**config.mk**
```make
export PLATFORM = sky130hd
export DESIGN_NAME = flash_cmd_ctrl
export DESIGN_NICKNAME = d
export VERILOG_FILES = /design/src/rtl/fcc_pkg.sv /design/src/rtl/fcc_decode.sv /design/src/rtl/fcc_seq.sv /design/src/rtl/fcc_status.sv /design/src/rtl/flash_cmd_ctrl.sv
export SDC_FILE = /design/constraint.sdc
export NUM_CORES = 1
export LEC_CHECK = 0
export ABC_AREA = 0
export BUFFER_PORTS_ARGS = -buffer_cell sky130_fd_sc_hd__buf_2
export CAP_MARGIN = 10
export CELL_PAD_IN_SITES_DETAIL_PLACEMENT = 0
export CELL_PAD_IN_SITES_GLOBAL_PLACEMENT = 2
export CORE_ASPECT_RATIO = 1.5
export CORE_UTILIZATION = 28
export DETAILED_ROUTE_END_ITERATION = 10
export GPL_TIMING_DRIVEN = 0
export HOLD_SLACK_MARGIN = 0.02
export PLACE_DENSITY = 0.85
export SLEW_MARGIN = 20
export SYNTH_ARGS = -nofsm -noshare
export SYNTH_HDL_FRONTEND = slang
export SYNTH_HIERARCHICAL = 1
export SYNTH_SLANG_ARGS = --single-unit
```
**constraint.sdc**
```tcl
create_clock -name clk -period 1.88 [get_ports clk]
set_input_delay 0.188 -clock clk [delete_from_list [all_inputs] [get_ports clk]]
set_output_delay 0.188 -clock clk [all_outputs]
set_load 0.03 [all_outputs]
```
**src/rtl/fcc_pkg.sv**
```systemverilog
package fcc_pkg;
  localparam logic [7:0] CMD_KEY = 8'hA5;

  localparam logic [5:0] OP_NOP  = 6'd0;
  localparam logic [5:0] OP_WRP  = 6'd1;
  localparam logic [5:0] OP_ERP  = 6'd2;
  localparam logic [5:0] OP_CPB  = 6'd3;
  localparam logic [5:0] OP_LCK  = 6'd4;
  localparam logic [5:0] OP_ULK  = 6'd5;
  localparam logic [5:0] OP_EAL  = 6'd6;
  localparam logic [5:0] OP_QPR  = 6'd12;
  localparam logic [5:0] OP_QPRU = 6'd15;

  localparam logic [1:0] A_CTRL = 2'd0;
  localparam logic [1:0] A_CMD  = 2'd1;
  localparam logic [1:0] A_STS  = 2'd2;
  localparam logic [1:0] A_LOCK = 2'd3;

  typedef enum logic [1:0] {S_IDLE, S_PEND, S_EXEC} seq_e;

  function automatic logic op_defined(input logic [5:0] c);
    case (c)
      OP_NOP, OP_WRP, OP_ERP, OP_CPB, OP_LCK, OP_ULK, OP_EAL, OP_QPR, OP_QPRU: return 1'b1;
      default: return 1'b0;
    endcase
  endfunction

  function automatic logic op_on_array(input logic [5:0] c);
    return (c == OP_WRP) || (c == OP_ERP) || (c == OP_EAL) ||
           (c == OP_QPR) || (c == OP_QPRU);
  endfunction

  function automatic logic op_quick(input logic [5:0] c);
    return (c == OP_QPR) || (c == OP_QPRU);
  endfunction

  function automatic logic op_page_mod(input logic [5:0] c);
    return (c == OP_WRP) || (c == OP_ERP);
  endfunction
endpackage

```
**src/rtl/fcc_decode.sv**
```systemverilog
module fcc_decode
  import fcc_pkg::*;
#(
  parameter int PAGE_W     = 16,
  parameter int REGION_W   = 4,
  parameter int BOOT_PAGES = 16
) (
  input  logic [31:0]              word,
  input  logic [(1<<REGION_W)-1:0] lock_map,
  output logic                     key_ok,
  output logic                     op_ok,
  output logic                     lock_hit,
  output logic [5:0]               op,
  output logic [PAGE_W-1:0]        page
);
  localparam logic [PAGE_W-1:0] BOOT_LIM = PAGE_W'(BOOT_PAGES);

  logic [REGION_W-1:0] region;
  logic                boot_hit;
  logic                unused_fields;

  assign unused_fields = ^word[7:6];
  assign op       = word[5:0];
  assign page     = word[8 +: PAGE_W];
  assign key_ok   = (word[31:24] == CMD_KEY);
  assign op_ok    = op_defined(op);
  assign region   = page[PAGE_W-1 -: REGION_W];
  assign boot_hit = (page < BOOT_LIM);

  always_comb begin
    lock_hit = 1'b0;
    if (op_page_mod(op))
      lock_hit = lock_map[region] || boot_hit;
    else if (op == OP_EAL)
      lock_hit = |lock_map;
  end
endmodule

```
**src/rtl/fcc_seq.sv**
```systemverilog
module fcc_seq
  import fcc_pkg::*;
#(
  parameter int PAGE_W = 16
) (
  input  logic              clk,
  input  logic              rst_n,
  input  logic              accept,
  input  logic              local_go,
  input  logic [5:0]        op_in,
  input  logic [PAGE_W-1:0] page_in,
  input  logic              mem_rd_req,
  input  logic              fl_done,
  output logic              busy,
  output logic              fl_start,
  output logic [5:0]        fl_op,
  output logic [PAGE_W-1:0] fl_page,
  output logic              mem_rd_ready,
  output logic              cmp,
  output logic [5:0]        cmp_op,
  output logic [PAGE_W-1:0] cmp_page
);
  seq_e              state, state_nx;
  logic [5:0]        op_q;
  logic [PAGE_W-1:0] page_q;
  logic              local_q;

  assign busy         = (state != S_IDLE);
  assign fl_start     = (state == S_PEND) && !local_q && !mem_rd_req;
  assign fl_op        = op_q;
  assign fl_page      = page_q;
  assign mem_rd_ready = (state != S_EXEC);
  assign cmp          = ((state == S_PEND) && local_q) || ((state == S_EXEC) && fl_done);
  assign cmp_op       = op_q;
  assign cmp_page     = page_q;

  always_comb begin
    state_nx = state;
    case (state)
      S_IDLE: if (accept) state_nx = S_PEND;
      S_PEND: if (local_q) state_nx = S_IDLE;
              else if (!mem_rd_req) state_nx = S_EXEC;
      S_EXEC: if (fl_done) state_nx = S_IDLE;
      default: state_nx = S_IDLE;
    endcase
  end

  always_ff @(posedge clk or negedge rst_n) begin
    if (!rst_n) begin
      state   <= S_IDLE;
      op_q    <= '0;
      page_q  <= '0;
      local_q <= 1'b0;
    end else begin
      state <= state_nx;
      if (accept && !busy) begin
        op_q    <= op_in;
        page_q  <= page_in;
        local_q <= local_go;
      end
    end
  end


  start_idle_chk: assert property (@(posedge clk) disable iff (!rst_n)
    fl_start |-> !mem_rd_req);

  single_start_chk: assert property (@(posedge clk) disable iff (!rst_n)
    fl_start |=> !fl_start);

  stall_after_start_chk: assert property (@(posedge clk) disable iff (!rst_n)
    fl_start |=> !mem_rd_ready);

  stall_hold_chk: assert property (@(posedge clk) disable iff (!rst_n)
    (!mem_rd_ready && !fl_done) |=> !mem_rd_ready);

  busy_hold_chk: assert property (@(posedge clk) disable iff (!rst_n)
    (busy && !cmp) |=> busy && $stable(op_q) && $stable(page_q));
endmodule

```
**src/rtl/fcc_status.sv**
```systemverilog
module fcc_status
  import fcc_pkg::*;
#(
  parameter int PAGE_W   = 16,
  parameter int REGION_W = 4
) (
  input  logic                     clk,
  input  logic                     rst_n,
  input  logic [1:0]               addr,
  input  logic                     ctrl_wr,
  input  logic                     ie_in,
  input  logic                     sts_rd,
  input  logic                     accept,
  input  logic                     prog_evt,
  input  logic                     lock_evt,
  input  logic                     cmp,
  input  logic [5:0]               cmp_op,
  input  logic [PAGE_W-1:0]        cmp_page,
  output logic [31:0]              rdata,
  output logic                     irq,
  output logic [(1<<REGION_W)-1:0] lock_map
);
  localparam int NREG = 1 << REGION_W;

  logic                ie, ready, prog_err, lock_err, irq_pend;
  logic [REGION_W-1:0] cmp_region;

  assign cmp_region = cmp_page[PAGE_W-1 -: REGION_W];
  assign irq        = ie && irq_pend;

  always_ff @(posedge clk or negedge rst_n) begin
    if (!rst_n) begin
      ie       <= 1'b0;
      ready    <= 1'b1;
      prog_err <= 1'b0;
      lock_err <= 1'b0;
      irq_pend <= 1'b0;
      lock_map <= '0;
    end else begin
      if (ctrl_wr) ie <= ie_in;
      if (accept) ready <= 1'b0;
      else if (cmp) ready <= 1'b1;
      if (prog_evt) prog_err <= 1'b1;
      else if (sts_rd) prog_err <= 1'b0;
      if (lock_evt) lock_err <= 1'b1;
      else if (sts_rd) lock_err <= 1'b0;
      if (cmp && !op_quick(cmp_op)) irq_pend <= 1'b1;
      else if (sts_rd || accept) irq_pend <= 1'b0;
      if (cmp && cmp_op == OP_LCK) lock_map[cmp_region] <= 1'b1;
      if (cmp && cmp_op == OP_ULK) lock_map[cmp_region] <= 1'b0;
    end
  end

  always_comb begin
    rdata = '0;
    case (addr)
      A_CTRL: rdata[0] = ie;
      A_STS:  rdata[2:0] = {lock_err, prog_err, ready};
      A_LOCK: rdata[NREG-1:0] = lock_map;
      default: rdata = '0;
    endcase
  end


  err_sticky_chk: assert property (@(posedge clk) disable iff (!rst_n)
    (prog_err && !sts_rd) |=> prog_err);

  err_clear_chk: assert property (@(posedge clk) disable iff (!rst_n)
    (sts_rd && !prog_evt && !lock_evt) |=> (!prog_err && !lock_err));

  ready_drop_chk: assert property (@(posedge clk) disable iff (!rst_n)
    accept |=> !ready);

  ready_rise_chk: assert property (@(posedge clk) disable iff (!rst_n)
    cmp |=> ready);

  quick_noirq_chk: assert property (@(posedge clk) disable iff (!rst_n)
    (cmp && op_quick(cmp_op) && !irq_pend) |=> !irq_pend);
endmodule

```
**src/rtl/flash_cmd_ctrl.sv**
```systemverilog
module flash_cmd_ctrl
  import fcc_pkg::*;
#(
  parameter int PAGE_W     = 16,
  parameter int REGION_W   = 4,
  parameter int BOOT_PAGES = 16
) (
  input  logic              clk,
  input  logic              rst_n,
  input  logic              reg_wr,
  input  logic              reg_rd,
  input  logic [1:0]        reg_addr,
  input  logic [31:0]       reg_wdata,
  output logic [31:0]       reg_rdata,
  output logic              irq,
  input  logic              mem_rd_req,
  output logic              mem_rd_ready,
  output logic              fl_start,
  output logic [5:0]        fl_op,
  output logic [PAGE_W-1:0] fl_page,
  input  logic              fl_done,
  output logic              pbuf_clear
);
  localparam int NREG = 1 << REGION_W;

  logic              key_ok, op_ok, lock_hit, busy, cmp;
  logic              cmd_wr, accept, prog_evt, lock_evt, sts_rd, ctrl_wr, local_go;
  logic [5:0]        dec_op, cmp_op;
  logic [PAGE_W-1:0] dec_page, cmp_page;
  logic [NREG-1:0]   lock_map;

  assign cmd_wr   = reg_wr && (reg_addr == A_CMD);
  assign ctrl_wr  = reg_wr && (reg_addr == A_CTRL);
  assign sts_rd   = reg_rd && (reg_addr == A_STS);
  assign accept   = cmd_wr && key_ok && op_ok && !busy;
  assign prog_evt = cmd_wr && !(key_ok && op_ok && !busy);
  assign lock_evt = accept && lock_hit;
  assign local_go = lock_hit || !op_on_array(dec_op);
  assign pbuf_clear = cmp && (cmp_op == OP_CPB);

  fcc_decode #(.PAGE_W(PAGE_W), .REGION_W(REGION_W), .BOOT_PAGES(BOOT_PAGES)) u_dec (
    .word(reg_wdata), .lock_map(lock_map), .key_ok(key_ok), .op_ok(op_ok),
    .lock_hit(lock_hit), .op(dec_op), .page(dec_page)
  );

  fcc_seq #(.PAGE_W(PAGE_W)) u_seq (
    .clk(clk), .rst_n(rst_n), .accept(accept), .local_go(local_go),
    .op_in(dec_op), .page_in(dec_page), .mem_rd_req(mem_rd_req), .fl_done(fl_done),
    .busy(busy), .fl_start(fl_start), .fl_op(fl_op), .fl_page(fl_page),
    .mem_rd_ready(mem_rd_ready), .cmp(cmp), .cmp_op(cmp_op), .cmp_page(cmp_page)
  );

  fcc_status #(.PAGE_W(PAGE_W), .REGION_W(REGION_W)) u_sts (
    .clk(clk), .rst_n(rst_n), .addr(reg_addr), .ctrl_wr(ctrl_wr), .ie_in(reg_wdata[0]),
    .sts_rd(sts_rd), .accept(accept), .prog_evt(prog_evt), .lock_evt(lock_evt),
    .cmp(cmp), .cmp_op(cmp_op), .cmp_page(cmp_page), .rdata(reg_rdata),
    .irq(irq), .lock_map(lock_map)
  );


  bad_no_start_chk: assert property (@(posedge clk) disable iff (!rst_n)
    (prog_evt && !busy) |=> !fl_start);

  lock_no_start_chk: assert property (@(posedge clk) disable iff (!rst_n)
    lock_evt |=> !fl_start);

  pbuf_op_chk: assert property (@(posedge clk) disable iff (!rst_n)
    pbuf_clear |-> !fl_start);
endmodule

```
==> results of run 1 <==
kinds of logic (layout without fill, tap and decap cells):
logic type,Yosys count,after routing
simple gates,87,87
buf+inv,86,202
flops,46,46
mux,45,45
compound gates,23,23
fa+ha+maj,3,3
other cells,1,16
xor+xnor,1,1
cells in the final DEF (no fill, tap or decap), types with 3 or more instances in the layout:
| cell type | n |
|---|---|
| buf_2 | 70 |
| mux4_2 | 4 |
| inv_1 | 15 |
| clkbuf_16 | 5 |
| mux2_4 | 23 |
| nor3_4 | 3 |
| nor2b_1 | 6 |
| nand2_1 | 5 |
| and2_1 | 3 |
| nor4_1 | 3 |
| dfrtp_1 | 43 |
| conb_1 | 16 |
| nor2_1 | 10 |
| buf_6 | 12 |
| clkbuf_1 | 3 |
| buf_4 | 86 |
| nand2b_1 | 3 |
| nand4_1 | 10 |
| o31ai_2 | 3 |
| mux2i_1 | 17 |
| o31ai_4 | 3 |
| nor3_1 | 3 |
| and3_1 | 13 |
| nor4_2 | 3 |
state kept, by name, summed over array words and instances (netlist names), 2 cells and up:
register and count:
u_seq/cmp_op 6, u_sts/lock_map 16, u_seq/cmp_page 16, u_seq/state 2
cell usage after synthesis, drive strengths merged (2+ instances only):
| master | n | area, µm² |
|---|---|---|
| or4b | 3 | 30.0 |
| and2 | 3 | 18.8 |
| a21oi | 2 | 10.0 |
| nand2 | 5 | 18.8 |
| mux2i | 17 | 170 |
| buf | 64 | 495 |
| ha | 3 | 37.5 |
| a31oi | 2 | 12.5 |
| nor2 | 10 | 37.5 |
| nand4 | 10 | 62.6 |
| o31ai | 7 | 52.6 |
| clkbuf | 5 | 20.0 |
| mux4 | 4 | 105 |
| or2 | 2 | 15.0 |
| nand2b | 3 | 18.8 |
| nor3 | 8 | 45.0 |
| nor3b | 2 | 26.3 |
| inv | 16 | 60.1 |
| nor4b | 2 | 23.8 |
| nand3b | 2 | 15.0 |
| a21o | 2 | 15.0 |
| o211ai | 2 | 15.0 |
| and3 | 13 | 81.3 |
| o21ai | 2 | 10.0 |
| nand3 | 2 | 10.0 |
| nand4bb | 2 | 22.5 |
| nor2b | 7 | 43.8 |
| mux2 | 24 | 270 |
| nor4 | 8 | 50.1 |
| dfrtp | 45 | 1130 |
repair_timing:
action,CTS,global route
buffers inserted,21,12
pin swaps,5,10
setup endpoints to repair,39,41
resized for setup,34,27
hold buffers,0,1
cloned,2,0
endpoints found under the hold margin,0,45
layout make-up:
cell class	count	area share
clock inverters	3	0.00475
well taps	144	0.0402
clock buffers	5	0.0279
plain buffers	70	0.124
repair buffers	108	0.157
flip-flops and latches	46	0.258
inverters	16	0.0151
multi-input cells	175	0.372
metal layers:
layer	up-vias	global-route usage	part of all wire
met3	22	0.0196	0.043
li1	1228	-	-
met5	-	0	0
met2	90	0.268	0.51
met4	0	0.0810	0.041
met1	1274	0.181	0.40
worst max path at each step:
stage | to | cells past startpoint | start | slack, ns
2_1_floorplan | u_sts/lock_map[1]$_DFF_PN0_ | 5 | u_seq/state[1]$_DFFE_PN0P_ | -0.09
3_3_place_gp | u_seq/cmp_page[14]$_DFFE_PN0P_ | 10 | reg_wdata[0] | -0.58
3_5_place_dp | u_seq/cmp_page[14]$_DFFE_PN0P_ | 10 | reg_wdata[0] | -0.58
4_1_cts | pbuf_clear | 5 | u_seq/state[0]$_DFFE_PN0P_ | -0.31
5_1_grt | u_seq/local_q$_DFFE_PN0P_ | 7 | u_sts/lock_map[6]$_DFF_PN0_ | -0.35
6_report | pbuf_clear | 5 | u_seq/state[0]$_DFFE_PN0P_ | -0.28
power breakdown:
| part | leakage (nW) | internal [mW] | switching [mW] |
|---|---|---|---|
| sequential | 0.553 | 0.998 | 0.00741 |
| clock | 0.0698 | 0.493 | 0.400 |
| combinational | 1.67 | 0.138 | 0.194 |
| total | 2.29 | 1.63 | 0.601 |
==> metrics.csv, run 1 <==
metric,value,unit
crit path launch type,flip-flop,
Final Critical Period,2.16,ns
Ys Warns,6,
placer congestion estimate,0.893,
Reg2Reg Depth,6,
maximum VDD drop,316,µV
Setup WS post-layout,-0.282,ns
cell row count,46,
CTS Buf Count,5,
Max Freq,462,MHz
mean area per synthesized cell,10.5,µm²
post-synthesis register bit count,46,
post-synthesis sequential area ratio,0.377,
Setup CP Type,flip-flop to output port,
clock root buffer,clkbuf_16,
Post-DRT Antenna Nets,0,
unrepaired setup endpoints after global routing,true,
Diodes inserted,0,
Slew headroom,0.523,
critical path's top delay family,simple AND/OR/NAND/NOR gates,
filler cell count,1095,
fin util,0.423,
"EDFF count, synth",0,
Critical R2R Capture,u_sts/lock_map[3]$_DFF_PN0_,
Crit path arrival time,1.97,ns
Synth Area in Compound Gates,0.0531,
status,"complete, but fails checks",
Detailed Routing Iterations Pass 1,4,
nets,465,
R2R Path Start,u_seq/state[0]$_DFFE_PN0P_,
failing checks,setup timing,
Syn Inst Count,292,
dominant synthesized flop cell,dfrtp_1,
area share of fa/ha/maj cells after synthesis,0.0123,
Die X-Extent,87.4,µm
multi-input logic area,1670,µm²
Crit path required time,1.69,ns
total grt overflow,0,
Post-Synth XOR/XNOR Area,0.00286,
Routed WL,8.55,mm
Clock Latency Late Sink,0.29,ns
worst hold stages,2,
"Cell Count, Final, Fillers Out",567,
max cap viols,0,
initial cell density of the core,0.289,
initial DRC count,98,
number of global-route vias before repair,2542,
simple-gate share of the synthesized area,0.184,
IO Pins,98,
Sum Neg Setup Slack,-1.33,ns
library cells used by synthesis,52,
worst-margin pin slew,0.713,ns
Die H,130,µm
Final period util,1.15,
count of final setup violators,8,
DRC viols,0,
Via density,4.61,
register area,1150,µm²
Setup crit end kind,output port,
WL/cell,15.1,µm
Placed Area,3820,µm²
crit path buf inv count,1,
CTS tree,built,
CTS sink cnt,46,
worst-path maximum fanout,3,
Mapped Area,3060,µm²
Hold Crit Start,fl_done,
"Critical Path, Cell by Cell",or2b_4 -> o22ai_4 -> or4b_4 -> nor3_4 -> buf_6,
Vias,2614,
Layout Area Growth over Synthesis,46.3,%
share of cells above drive strength 1,0.577,
pre-CTS setup slack,-0.577,ns
cell area after layout,4480,µm²
first-pass GRT wire length,13.1,mm
largest family of logic cells by synthesized area,buffers and inverters,
Reg2Reg Setup Slack,-0.25,ns
All-Layer GR Usage,0.153,
clock transition at the registers of the reported paths,0.07,ns
Lkg Pwr,2.29,nW
Clock Path Buffers,2,
largest net degree at the start of global routing,47,
Min-Delay Path Class,input port to flip-flop,
Total Power,2.23,mW
"slowest stage delay, CP",0.51,ns
worst hold margin,0.0760,ns
placed cells,525,
die area,11400,µm²
HPWL Detailed,5.93,mm
final hold violation count,0,
Slew Limit Fails,0,
IO buf count,74,
Clock Skews,0.00624,ns
CORE AREA,10600,µm²
Worst Hold End,u_seq/state[1]$_DFFE_PN0P_,
initial antenna violation count,0,
H-tree Lvls,2,
slowest CP cell,or4b_4,
multiplexer share of the synthesized area,0.178,
asr flop ratio synth,1.00,
Pwr Density,498,nW/µm²
(Power assumes the default switching activity.)
==> run 2: changes to the inputs <==
--- a/config.mk
+++ b/config.mk
@@ -15,6 +15,7 @@
 export DETAILED_ROUTE_END_ITERATION = 10
 export GPL_TIMING_DRIVEN = 0
 export HOLD_SLACK_MARGIN = 0.02
+export MAX_ROUTING_LAYER = met4
 export PLACE_DENSITY = 0.85
 export SLEW_MARGIN = 20
 export SYNTH_ARGS = -nofsm -noshare
==> run 2 against run 1 <==
Net effect: the flow still finishes with violations (setup timing); global-route usage up 0.40 points; wire length down 4.9%; cell area down 5.4%; power up 5.2%; critical path type unchanged; cell count down 1.9%; hold slack worse by 0.00052 ns; clock skew about the same; critical endpoint unchanged; largest power group is now the clock network; register-to-register slack better by 0.02 ns; critical path depth unchanged; via count down 3.7%; first-iteration DRC count up 36%; sequential power about the same.
==> metrics.csv, run 2 (synthesis gave the netlist of run 1 again) <==
metric,value,unit
largest net degree at the start of global routing,47,
Setup WS post-layout,-0.251,ns
H-tree Lvls,2,
initial DRC count,133,
initial cell density of the core,0.289,
CTS sink cnt,46,
max cap viols,0,
Diodes inserted,0,
final hold violation count,0,
Hold Crit Start,fl_done,
count of final setup violators,29,
crit path launch type,flip-flop,
Routed WL,8.14,mm
CORE AREA,10600,µm²
CTS Buf Count,5,
total grt overflow,0,
Lkg Pwr,2.21,nW
All-Layer GR Usage,0.157,
Slew Limit Fails,0,
unrepaired setup endpoints after global routing,true,
switching part of the total power,0.249,
number of global-route vias before repair,2489,
cell area after layout,4240,µm²
Clock Latency Late Sink,0.29,ns
maximum VDD drop,279,µV
Crit path arrival time,1.94,ns
clock power share,0.433,
IO Pins,98,
Layout Area Growth over Synthesis,38.4,%
Slew headroom,0.528,
Final period util,1.13,
Detailed Routing Iterations Pass 1,4,
IO buf count,74,
first-pass GRT wire length,13.1,mm
placer congestion estimate,0.857,
CTS tree,built,
R2R Path Start,u_sts/lock_map[4]$_DFF_PN0_,
Gate power share,0.139,
Worst Hold End,u_seq/state[1]$_DFFE_PN0P_,
Crit path required time,1.69,ns
worst-margin pin slew,0.706,ns
Pwr Density,554,nW/µm²
cell row count,46,
initial antenna violation count,0,
worst hold stages,2,
Setup CP Type,flip-flop to output port,
Placed Area,3820,µm²
Setup crit end kind,output port,
HPWL Detailed,6.02,mm
Clock Skews,0.00626,ns
Critical R2R Capture,u_seq/local_q$_DFFE_PN0P_,
switching power,0.584,mW
Max Freq,469,MHz
share of cells above drive strength 1,0.539,
Min-Delay Path Class,input port to flip-flop,
Post-DRT Antenna Nets,0,
Final Critical Period,2.13,ns
Via density,4.53,
status,"complete, but fails checks",
Sum Neg Setup Slack,-3.46,ns
Pint,1.76,mW
"most common cell after layout, fill and taps aside",buf_4,
nets,454,
Clock Path Buffers,2,
Die H,130,µm
most frequent cells in the layout,"80 x buf_4, 72 x buf_2, 43 x dfrtp_1, 19 x mux2_4, 17 x mux2i_1",
Vias,2516,
DRC viols,0,
Die X-Extent,87.4,µm
Reg2Reg Setup Slack,-0.23,ns
clock root buffer,clkbuf_16,
die area,11400,µm²
WL/cell,14.6,µm
sequential share of power,0.429,
clock transition at the registers of the reported paths,0.07,ns
failing checks,setup timing,
Reg2Reg Depth,7,
worst-path maximum fanout,4,
-- run 2: cell types whose count changed in the layout (fill, tap and decap cells not counted), sizes merged --
cell	change
buf	-12
bufinv	+1
clkbuf	+1
clkinv	-1
clkinvlp	-1
inv	+1
-- run 2: per-layer routing --
layer / track usage / up-vias / wire length, µm
met2: 0.271 / 96 / 4290
met5: - / - / 0
met1: 0.181 / 1206 / 3180
met4: 0.0675 / 0 / 229
met3: 0.0215 / 12 / 447
li1: - / 1202 / -
-- run 2: repair_timing --
item	CTS	global route
buffers inserted	16	5
hold endpoints to repair	0	45
setup endpoints to repair	37	39
hold buffers	0	1
cloned	1	0
pin swaps	4	6
gates resized for setup	19	5
-- run 2: how the worst max path moves through the flow --
stage / start / to / slack [ns]
3_3_place_gp: reg_wdata[0] / u_seq/cmp_page[14]$_DFFE_PN0P_ / -0.57
6_report: u_seq/state[0]$_DFFE_PN0P_ / pbuf_clear / -0.25
3_5_place_dp: reg_wdata[0] / u_seq/cmp_page[14]$_DFFE_PN0P_ / -0.58
4_1_cts: u_seq/state[0]$_DFFE_PN0P_ / pbuf_clear / -0.30
5_1_grt: u_seq/state[0]$_DFFE_PN0P_ / pbuf_clear / -0.31
2_1_floorplan: u_seq/state[1]$_DFFE_PN0P_ / u_sts/lock_map[1]$_DFF_PN0_ / -0.09
-- run 2: layout make-up --
class	instances	area, µm²
tap	144	180
multi-input combinational	175	1550
clock buffer	5	125
clock inverter	3	43.8
buffer	70	553
timing repair buffer	97	566
inverter	16	67.6
sequential	46	1150
fill	1095	6350
-- run 2: worst max-delay path, cell delays in order, from the launching register on --
cell,delay (ns)
dfrtp_2,0.42
or2b_4,0.27
o22ai_4,0.17
or4b_4,0.51
nor3_4,0.13
buf_6,0.15
-- run 2: metrics by stage --
| step | power, mW | cells | utilization | hold WS, ns | setup WS (ns) |
|---|---|---|---|---|---|
| after floorplan | 1.24 | 307 | - | -0.108 | -0.0882 |
| after global placement | 1.34 | 525 | 0.360 | 0.384 | -0.575 |
| after detailed placement | 1.35 | 525 | 0.360 | 0.385 | -0.584 |
| after global routing | 2.45 | 556 | 0.400 | 0.0864 | -0.309 |
| after CTS | 2.38 | 550 | 0.393 | 0.0721 | -0.295 |
| final | 2.35 | 556 | 0.400 | 0.0755 | -0.251 |
-- run 2: power by group through the flow --
stage | clock [mW] | sequential [mW] | combinational, mW
6_report | 1.02 | 1.01 | 0.326
5_1_grt | 1.08 | 1.01 | 0.356
2_1_floorplan | 0 | 1.02 | 0.214
4_1_cts | 1.05 | 1.01 | 0.327
3_3_place_gp | 0 | 1.02 | 0.320
3_5_place_dp | 0 | 1.02 | 0.324
==> run 3: changes to the inputs <==
--- a/config.mk
+++ b/config.mk
@@ -17,6 +17,7 @@
 export HOLD_SLACK_MARGIN = 0.02
 export MAX_ROUTING_LAYER = met4
 export PLACE_DENSITY = 0.85
+export RECOVER_POWER = 50
 export SLEW_MARGIN = 20
 export SYNTH_ARGS = -nofsm -noshare
 export SYNTH_HDL_FRONTEND = slang
==> run 3 against run 2 <==
Net effect: largest power group unchanged; the run still ends with setup timing left; clock power barely moved; highest routed layer unchanged; critical endpoint unchanged; hold slack about the same; power about the same; non-clock buffer count unchanged.
==> metrics.csv, run 3 (synthesis gave the netlist of run 1 again) <==
metric,value,unit
Final period util,1.13,
Crit path required time,1.69,ns
crit path buf inv count,1,
cell row count,46,
critical path's top delay family,simple AND/OR/NAND/NOR gates,
CTS Buf Count,5,
WL/cell,14.6,µm
Hold Crit Start,fl_done,
"most common cell after layout, fill and taps aside",buf_4,
placer congestion estimate,0.857,
Detailed Routing Iterations Pass 1,4,
failing checks,setup timing,
maximum VDD drop,279,µV
Critical R2R Capture,u_seq/local_q$_DFFE_PN0P_,
total grt overflow,0,
Max Freq,469,MHz
CTS tree,built,
DRC viols,0,
worst-margin pin slew,1.19,ns
die area,11400,µm²
Min-Delay Path Class,input port to flip-flop,
Die X-Extent,87.4,µm
CORE AREA,10600,µm²
Setup crit end kind,output port,
filler cell count,1098,
Setup CP Type,flip-flop to output port,
nets,454,
initial cell density of the core,0.289,
most frequent cells in the layout,"79 x buf_4, 67 x buf_2, 43 x dfrtp_1, 19 x mux2_4, 17 x mux2i_1",
Layout Area Growth over Synthesis,38.1,%
clock root buffer,clkbuf_16,
Post-DRT Antenna Nets,0,
"Critical Path, Cell by Cell",or2b_4 -> o22ai_4 -> or4b_4 -> nor3_4 -> buf_6,
Clock Path Buffers,2,
final hold violation count,0,
Reg2Reg Setup Slack,-0.23,ns
worst hold stages,2,
Reg2Reg Depth,7,
Via density,4.53,
HPWL Detailed,6.02,mm
Crit path arrival time,1.94,ns
Die H,130,µm
unrepaired setup endpoints after global routing,true,
status,"complete, but fails checks",
"slowest stage delay, CP",0.51,ns
Slew headroom,0.205,
clock transition at the registers of the reported paths,0.07,ns
IO buf count,74,
worst hold margin,0.0756,ns
number of global-route vias before repair,2489,
Routed WL,8.15,mm
Slew Limit Fails,0,
Pwr Density,555,nW/µm²
H-tree Lvls,2,
worst-path maximum fanout,4,
Final Critical Period,2.13,ns
Lkg Pwr,2.19,nW
R2R Path Start,u_sts/lock_map[4]$_DFF_PN0_,
count of final setup violators,29,
Sum Neg Setup Slack,-3.46,ns
Diodes inserted,0,
Worst Hold End,u_seq/state[1]$_DFFE_PN0P_,
Clock Latency Late Sink,0.29,ns
first-pass GRT wire length,13.1,mm
CP startpoint,u_seq/state[0]$_DFFE_PN0P_,
Clock Skews,0.00626,ns
crit path launch type,flip-flop,
All-Layer GR Usage,0.157,
Vias,2519,
CTS sink cnt,46,
share of cells above drive strength 1,0.527,
IO Pins,98,
slowest CP cell,or4b_4,
max cap viols,0,
initial DRC count,133,
initial antenna violation count,0,
Setup WS post-layout,-0.251,ns
largest net degree at the start of global routing,47,
==> run 3: cell count changes in the layout (fill, tap and decap cells not counted) <==
| cell | delta |
|---|---|
| buf_2 | -5 |
| clkbuf_1 | +5 |
| buf_4 | -1 |
| clkbuf_2 | +1 |
==> run 3: final cells by class <==
| cell class | instances | area, µm² | area share |
|---|---|---|---|
| Buffer | 70 | 553 | 0.131 |
| Tap cell | 144 | 180 | 0.0426 |
| Clock buffer | 5 | 125 | 0.0296 |
| Inverter | 16 | 67.6 | 0.0160 |
| Multi-Input combinational cell | 175 | 1550 | 0.366 |
| Sequential cell | 46 | 1150 | 0.273 |
| Clock inverter | 3 | 43.8 | 0.0104 |
| Timing Repair Buffer | 97 | 557 | 0.132 |
==> run 3: metal layers <==
metal,vias to the layer above,part of all wire,GRT usage
met4,0,0.028,0.0675
li1,1202,-,-
met2,98,0.53,0.271
met3,12,0.055,0.0215
met5,-,0,-
met1,1207,0.39,0.181
==> run 3: how the worst max path moves through the flow <==
stage	slack (ns)	cells after the start	endpoint
after floorplan	-0.09	5	u_sts/lock_map[1]$_DFF_PN0_
after global placement	-0.57	10	u_seq/cmp_page[14]$_DFFE_PN0P_
after detailed placement	-0.58	10	u_seq/cmp_page[14]$_DFFE_PN0P_
after CTS	-0.30	5	pbuf_clear
after global routing	-0.31	5	pbuf_clear
final	-0.25	5	pbuf_clear
==> run 3: repair_timing <==
action                                  in CTS  in global routing
endpoints found under the setup margin      37                 39
buffers inserted                            16                  5
pin swaps                                    4                  6
hold buffers                                 0                  1
endpoints found under the hold margin        0                 45
cloned                                       1                  0
gates resized for setup                     19                  5
==> run 3: worst reg2reg max path, delay by kind of cell (launching register included) <==
family,cells,cell delay [ns]
compound gates,3,0.52
flops,1,0.42
mux,3,0.95
simple gates,1,0.10
==> run 3: through the flow <==
step | worst slack (ns) | cell area (µm²) | utilization | total power, mW | std cells
floorplan | -0.0882 | 3270 | - | 1.24 | 307
global placement | -0.575 | 3820 | 0.360 | 1.34 | 525
detailed placement | -0.584 | 3820 | 0.360 | 1.35 | 525
CTS | -0.295 | 4160 | 0.393 | 2.38 | 550
global route | -0.309 | 4230 | 0.399 | 2.45 | 556
finish | -0.251 | 4230 | 0.399 | 2.35 | 556
==> run 3: where the power goes <==
part | total, mW | switching (mW) | leakage (nW) | internal [mW]
sequential | 1.01 | 0.00716 | 0.553 | 0.999
combinational | 0.325 | 0.191 | 1.55 | 0.134
clock | 1.02 | 0.386 | 0.0842 | 0.629
